$ cat src/rtl/tcbg_pkg.sv
package tcbg_pkg;
  localparam int BYTE_W = 8;
  localparam int TC_W   = 2 * BYTE_W;
  localparam int ADDR_W = 4;

  localparam logic [ADDR_W-1:0] A_STAT = 4'd0;
  localparam logic [ADDR_W-1:0] A_MODE = 4'd4;
  localparam logic [ADDR_W-1:0] A_TCLO = 4'd12;
  localparam logic [ADDR_W-1:0] A_TCHI = 4'd13;
  localparam logic [ADDR_W-1:0] A_CTL  = 4'd14;
  localparam logic [ADDR_W-1:0] A_SIE  = 4'd15;

  localparam int CTL_EN_BIT  = 0;
  localparam int CTL_SRC_BIT = 1;
  localparam int SIE_ZC_BIT  = 1;
  localparam int STAT_ZC_BIT = 1;

  localparam int MAX_DIV = 64;
  localparam int DCNT_W  = $clog2(MAX_DIV);

  typedef enum logic [1:0] {
    DIV1  = 2'b00,
    DIV16 = 2'b01,
    DIV32 = 2'b10,
    DIV64 = 2'b11
  } div_e;

  localparam logic [1:0] STOP_1P5 = 2'b10;
endpackage

$ cat src/rtl/tcbg_regs.sv
module tcbg_regs
  import tcbg_pkg::*;
(
  input  logic              clk,
  input  logic              srst_n,
  input  logic              wr_en,
  input  logic [ADDR_W-1:0] wr_addr,
  input  logic [BYTE_W-1:0] wr_data,
  input  logic [ADDR_W-1:0] rd_addr,
  input  logic              at_zero,
  output logic [BYTE_W-1:0] rd_data,
  output logic [TC_W-1:0]   tc_val,
  output logic              gen_en,
  output logic              src_pclk,
  output logic              zc_ie,
  output div_e              div_sel
);
  logic [TC_W-1:0]   tc_q,   tc_d;
  logic [BYTE_W-1:0] mode_q, mode_d;
  logic [BYTE_W-1:0] ctl_q,  ctl_d;
  logic [BYTE_W-1:0] sie_q,  sie_d;
  logic              mode_bad;

  assign mode_bad = (wr_data[7:6] == DIV1) && (wr_data[3:2] == STOP_1P5);

  always_comb begin
    tc_d   = tc_q;
    mode_d = mode_q;
    ctl_d  = ctl_q;
    sie_d  = sie_q;
    if (wr_en) begin
      case (wr_addr)
        A_TCLO: tc_d[BYTE_W-1:0]    = wr_data;
        A_TCHI: tc_d[TC_W-1:BYTE_W] = wr_data;
        A_MODE: if (!mode_bad) mode_d = wr_data;
        A_CTL:  ctl_d = wr_data;
        A_SIE:  sie_d = wr_data;
        default: ;
      endcase
    end
  end

  always_ff @(posedge clk or negedge srst_n) begin
    if (!srst_n) begin
      tc_q   <= '0;
      mode_q <= '0;
      ctl_q  <= '0;
      sie_q  <= '0;
    end else begin
      tc_q   <= tc_d;
      mode_q <= mode_d;
      ctl_q  <= ctl_d;
      sie_q  <= sie_d;
    end
  end

  always_comb begin
    rd_data = '0;
    case (rd_addr)
      A_STAT: rd_data[STAT_ZC_BIT] = at_zero;
      A_MODE: rd_data = mode_q;
      A_TCLO: rd_data = tc_q[BYTE_W-1:0];
      A_TCHI: rd_data = tc_q[TC_W-1:BYTE_W];
      A_CTL:  rd_data = ctl_q;
      A_SIE:  rd_data = sie_q;
      default: rd_data = '0;
    endcase
  end

  assign tc_val   = tc_q;
  assign gen_en   = ctl_q[CTL_EN_BIT];
  assign src_pclk = ctl_q[CTL_SRC_BIT];
  assign zc_ie    = sie_q[SIE_ZC_BIT];
  assign div_sel  = div_e'(mode_q[7:6]);
endmodule

$ cat src/rtl/tcbg_counter.sv
module tcbg_counter
  import tcbg_pkg::*;
#(
  parameter int CNT_W = TC_W + 1
)(
  input  logic            clk,
  input  logic            srst_n,
  input  logic            pclk_tick,
  input  logic            ext_tick,
  input  logic            src_pclk,
  input  logic            gen_en,
  input  logic [TC_W-1:0] tc_val,
  output logic            brg_out,
  output logic            zc_pulse,
  output logic            at_zero,
  output logic            rise_ev
);
  logic [CNT_W-1:0] cnt_q, cnt_d;
  logic             out_q, out_d;
  logic             zc_q,  zc_d;
  logic             tick;
  logic             reload;

  assign tick    = src_pclk ? pclk_tick : ext_tick;
  assign at_zero = (cnt_q == '0);
  assign reload  = gen_en && tick && at_zero;
  assign rise_ev = reload && !out_q;

  always_comb begin
    cnt_d = cnt_q;
    out_d = out_q;
    zc_d  = 1'b0;
    if (gen_en && tick) begin
      if (at_zero) begin
        cnt_d = {1'b0, tc_val} + CNT_W'(1);
        out_d = ~out_q;
        zc_d  = 1'b1;
      end else begin
        cnt_d = cnt_q - CNT_W'(1);
      end
    end
  end

  always_ff @(posedge clk or negedge srst_n) begin
    if (!srst_n) begin
      cnt_q <= '0;
      out_q <= 1'b0;
      zc_q  <= 1'b0;
    end else begin
      cnt_q <= cnt_d;
      out_q <= out_d;
      zc_q  <= zc_d;
    end
  end

  assign brg_out  = out_q;
  assign zc_pulse = zc_q;
endmodule

$ cat src/rtl/tcbg_prescale.sv
module tcbg_prescale
  import tcbg_pkg::*;
(
  input  logic clk,
  input  logic srst_n,
  input  logic rise_ev,
  input  div_e div_sel,
  output logic bit_tick
);
  logic [DCNT_W-1:0] dcnt_q, dcnt_d;
  logic [DCNT_W-1:0] lim;
  logic              tick_q, tick_d;

  always_comb begin
    case (div_sel)
      DIV1:    lim = DCNT_W'(0);
      DIV16:   lim = DCNT_W'(15);
      DIV32:   lim = DCNT_W'(31);
      default: lim = DCNT_W'(MAX_DIV - 1);
    endcase
  end

  always_comb begin
    dcnt_d = dcnt_q;
    tick_d = 1'b0;
    if (rise_ev) begin
      if (dcnt_q >= lim) begin
        dcnt_d = '0;
        tick_d = 1'b1;
      end else begin
        dcnt_d = dcnt_q + DCNT_W'(1);
      end
    end
  end

  always_ff @(posedge clk or negedge srst_n) begin
    if (!srst_n) begin
      dcnt_q <= '0;
      tick_q <= 1'b0;
    end else begin
      dcnt_q <= dcnt_d;
      tick_q <= tick_d;
    end
  end

  assign bit_tick = tick_q;
endmodule

$ cat src/rtl/tc_bitrate_gen.sv
module tc_bitrate_gen
  import tcbg_pkg::*;
(
  input  logic              clk,
  input  logic              rst_n,
  input  logic              pclk_tick,
  input  logic              ext_tick,
  input  logic              wr_en,
  input  logic [ADDR_W-1:0] wr_addr,
  input  logic [BYTE_W-1:0] wr_data,
  input  logic [ADDR_W-1:0] rd_addr,
  output logic [BYTE_W-1:0] rd_data,
  output logic              brg_out,
  output logic              zc_pulse,
  output logic              zc_irq,
  output logic              bit_tick
);
  logic [1:0]      rst_sync;
  logic            srst_n;
  logic [TC_W-1:0] tc_val;
  logic            gen_en;
  logic            src_pclk;
  logic            zc_ie;
  div_e            div_sel;
  logic            at_zero;
  logic            rise_ev;

  always_ff @(posedge clk or negedge rst_n) begin
    if (!rst_n) rst_sync <= 2'b00;
    else        rst_sync <= {rst_sync[0], 1'b1};
  end
  assign srst_n = rst_sync[1];

  tcbg_regs u_regs (
    .clk      (clk),
    .srst_n   (srst_n),
    .wr_en    (wr_en),
    .wr_addr  (wr_addr),
    .wr_data  (wr_data),
    .rd_addr  (rd_addr),
    .at_zero  (at_zero),
    .rd_data  (rd_data),
    .tc_val   (tc_val),
    .gen_en   (gen_en),
    .src_pclk (src_pclk),
    .zc_ie    (zc_ie),
    .div_sel  (div_sel)
  );

  tcbg_counter u_cnt (
    .clk       (clk),
    .srst_n    (srst_n),
    .pclk_tick (pclk_tick),
    .ext_tick  (ext_tick),
    .src_pclk  (src_pclk),
    .gen_en    (gen_en),
    .tc_val    (tc_val),
    .brg_out   (brg_out),
    .zc_pulse  (zc_pulse),
    .at_zero   (at_zero),
    .rise_ev   (rise_ev)
  );

  tcbg_prescale u_pre (
    .clk      (clk),
    .srst_n   (srst_n),
    .rise_ev  (rise_ev),
    .div_sel  (div_sel),
    .bit_tick (bit_tick)
  );

  assign zc_irq = zc_pulse && zc_ie;
endmodule

$ cat config.mk
export PLATFORM = sky130hd
export DESIGN_NAME = tc_bitrate_gen
export DESIGN_NICKNAME = d
export VERILOG_FILES = /design/src/rtl/tcbg_pkg.sv /design/src/rtl/tcbg_regs.sv /design/src/rtl/tcbg_counter.sv /design/src/rtl/tcbg_prescale.sv /design/src/rtl/tc_bitrate_gen.sv
export SDC_FILE = /design/constraint.sdc
export NUM_CORES = 1
export LEC_CHECK = 0
export BUFFER_PORTS_ARGS = -buffer_cell sky130_fd_sc_hd__clkbuf_2
export CORE_ASPECT_RATIO = 1.75
export CORE_MARGIN = 2
export CORE_UTILIZATION = 50
export DETAILED_ROUTE_END_ITERATION = 7
export PLACE_DENSITY = 0.79
export SLEW_MARGIN = 10
export SYNTH_ARGS = -nofsm -noshare
export SYNTH_HDL_FRONTEND = slang
export SYNTH_SLANG_ARGS = --single-unit
$ cat constraint.sdc
create_clock -name clk -period 4.89 [get_ports clk]
set_input_delay 0.978 -clock clk [delete_from_list [all_inputs] [get_ports clk]]
set_output_delay 0.978 -clock clk [all_outputs]
set_load 0.02 [all_outputs]
==> results.sh <==
export IMPL_port_buffers=32
export IMPL_drive_above_1_share_pct=27.2
export IMPL_clk_pin_slew_worst_paths_ns=0.05
export IMPL_synth_distinct_cells=62
export IMPL_synth_top_area_cell="dfrtp_1"
export IMPL_status="finished clean"
export IMPL_hold_start="rst_sync[0]"
export IMPL_hold_depth=0
export IMPL_max_cap_viol_count=0
export IMPL_area_delta_synth_final_pct=14.5
export IMPL_core_area_sq_um=7460
export IMPL_synthArstFlopShare_pct=100
export IMPL_cts_hold_buf=0
export IMPL_clkPwrFrac_pct=31.1
export IMPL_rsz0062_at_grt="no"
export IMPL_startpoint="u_cnt.cnt_q[4]"
export IMPL_grt_max_degree=67
export IMPL_die_y_microns=119
export IMPL_synth_edff_count=0
export IMPL_drc=0
export IMPL_fin_skew_ns=0.00529
export IMPL_critPathMaxStageDelay_ns=0.68
export IMPL_critPathArrivalTime_ns=2.60
export IMPL_clock_path_buffers=2
export IMPL_p_seq_share_pct=41.0
export IMPL_io_pins=33
export IMPL_clock_sinks=68
export IMPL_rows=42
export IMPL_cts_resized=0
export IMPL_start_util_pct=50.9
export IMPL_power_density_nw_per_um2=508
export IMPL_htreeDepth=3
export IMPL_slew_limit_headroom_pct=36.0
export IMPL_dp_cells=458
export IMPL_slowest_stage="or4_1"
export IMPL_start_kind="register"
export IMPL_syn_cell_area_sq_um=3800
export IMPL_wl_microns=8770
export IMPL_setup_viol=0
export IMPL_grtUsageTotal_pct=22.5
export IMPL_r2r_start="u_cnt.cnt_q[0]"
export IMPL_drtPass1Iterations=4
export IMPL_p_leak_nw=1.83
export IMPL_die_w_microns=69.9
export IMPL_whs_endpoint="rst_sync[1]"
export IMPL_synth_avg_cell_area_sq_um=10.9
export IMPL_clockRootBuffer="clkbuf_16"
export IMPL_crit_chain="or4_1, nor3_2, nand3_1, o21ai_0, clkbuf_2"
export IMPL_yosysTopAreaCellShare_pct=44.8
export IMPL_diodes=0
export IMPL_synthTopCellsByCount="dfrtp_1, mux2_2, o21ai_0, nand2_1, nor2_1"
export IMPL_worstPathRequired_ns=3.91
export IMPL_slew_violations=0
export IMPL_r2r_end="u_cnt.cnt_q[2]"
export IMPL_ys_seq_area_share_pct=44.8
export IMPL_fin_crit_ns=3.58
export IMPL_antenna_found_initial=0
export IMPL_fin_util_pct=58.3
export IMPL_min_period_over_period_pct=73.2
export IMPL_comb_power_share_pct=27.9
export IMPL_r2r_setup_slack_ns=2.21
export IMPL_dr_first_iter_drc_count=157
export IMPL_dr_total_vias=2994
export IMPL_p_sw_mw=0.735
export IMPL_tightest_slew_ns=0.957
export IMPL_cts_tree="built"
export IMPL_wl_per_cell_microns=18.5
export IMPL_synth_flop_cell="dfrtp_1"
export IMPL_ys_seq_elements=68
export IMPL_crit_cells=5
export IMPL_fin_nets=409
export IMPL_ir_drop_mv=0.339
export IMPL_reg2reg_depth=7
export IMPL_grt_overflow_total=0
export IMPL_cts_buffers=9
export IMPL_cts_setup_buffers=0
export IMPL_sw_frac_of_total_pct=33.3
export IMPL_critPathTopFamily="simple AND/OR/NAND/NOR gates"
export IMPL_avgViaCountPerCell=6.32
export IMPL_grt_pass1_vias=3027
export IMPL_synth_area_leaders="dfrtp_1, mux2_2, mux2i_1, o21ai_0, ha_1"
export IMPL_cp_max_fo=8
export IMPL_hold_viol=0
export IMPL_setup_tns_ns=0
export IMPL_synthCells=348
export IMPL_end_kind="output pin"
export IMPL_synth_most_common_cell="dfrtp_1"
export IMPL_ant_nets=0
export IMPL_place_hpwl_microns=6500
export IMPL_fin_cells=474
export IMPL_clkLatencyLatePin_ns=0.33
export IMPL_p_int_mw=1.47
export IMPL_hold_class="register to register"
export IMPL_synth_fp_nets=376
export IMPL_yosys_warnings=0
export IMPL_crit_type="register to output pin"
export IMPL_path_buf_inv=1
export IMPL_die_area_sq_um=8340
export IMPL_grt_pass1_wl_microns=14700
export IMPL_gp_congestion=0.865
export IMPL_fmax_ghz=0.280
[stage by stage]
step / total power [mW] / hold slack (ns) / instance area [sq um] / setup WS, ns
finish: 2.21 / 0.346 / 4350 / 1.31
global route: 2.34 / 0.353 / 4350 / 1.30
CTS: 2.21 / 0.349 / 4350 / 1.42
detailed placement: 1.52 / 0.337 / 4030 / 1.56
global placement: 1.50 / 0.334 / 4030 / 1.68
floorplan: 1.35 / 0.331 / 3800 / 1.51
[metal layers]
layer,vias to the layer above,global-route usage [%],routed length (microns)
met5,-,0,0
met4,0,13.9,531
met3,34,4.57,400
met2,122,39.8,4640
met1,1453,24.0,3200
li1,1385,-,-
[cells in the final DEF, fill, tap and decap left out, drive strengths merged, types with 2 or more instances in the layout]
cell type	instances
clkbuf	44
inv	6
o31a	2
o22a	2
nor2	18
and4	2
bufinv	2
a22oi	8
or2	5
nand3	17
nand4	5
a31oi	5
xor2	5
nor2b	3
buf	2
or3	5
ha	7
dfrtp	68
mux4	3
or4	6
a22o	6
o31ai	3
and3	5
nand2	19
mux2	39
mux2i	11
a21oi	8
xnor2	10
nor4b	2
clkinv	2
o221ai	2
nor4	7
nor3b	2
and2	5
nor3	8
o21ai	22
nand2b	2
[area by class of cell]
class                           instances  area (sq um)
Timing Repair Buffer                   34           175
Fill cell                             608          3110
Inverter                                7          38.8
Clock inverter                          4          72.6
Tap cell                               88           110
Multi-Input combinational cell        261          2000
Clock buffer                           12           246
Sequential cell                        68          1700
[registers in the layout, summed over array words and instances, names as in the netlist]
name            count
u_pre.dcnt_q        6
u_regs.mode_q       8
u_pre.bit_tick      1
u_cnt.zc_pulse      1
u_regs.sie_q        8
u_cnt.brg_out       1
rst_sync            2
u_regs.ctl_q        8
u_cnt.cnt_q        17
u_regs.tc_val      16
[worst max-delay path by stage]
stage / endpoint / slack, ns
after global routing: rd_data[1] / 1.30
after detailed placement: rd_data[1] / 1.56
after floorplan: rd_data[1] / 1.51
final: rd_data[1] / 1.31
after global placement: rd_data[0] / 1.68
after CTS: rd_data[1] / 1.42
[cell families (layout without fill, tap and decap cells)]
kind of cell / after synthesis / count (layout) / synth area share, %
flip-flops: 68 / 68 / 44.8
buffers and inverters: 19 / 57 / 2.44
XOR/XNOR: 15 / 15 / 3.46
multiplexers: 53 / 53 / 16.2
AO/OA/AOI/OAI: 70 / 70 / 13.2
adder cells (fa/ha/maj): 7 / 7 / 2.31
other: 1 / 1 / 0.0988
AND/OR/NAND/NOR: 115 / 115 / 17.4
[power groups by stage]
stage          clock network (mW)  registers [mW]  logic (mW)
6_report                    0.688           0.905       0.616
5_1_grt                     0.721           0.925       0.690
4_1_cts                     0.696           0.899       0.617
3_5_place_dp                    0           0.909       0.612
3_3_place_gp                    0           0.901       0.597
2_1_floorplan                   0           0.851       0.495
No activity file was read; power rests on OpenSTA's default activity.
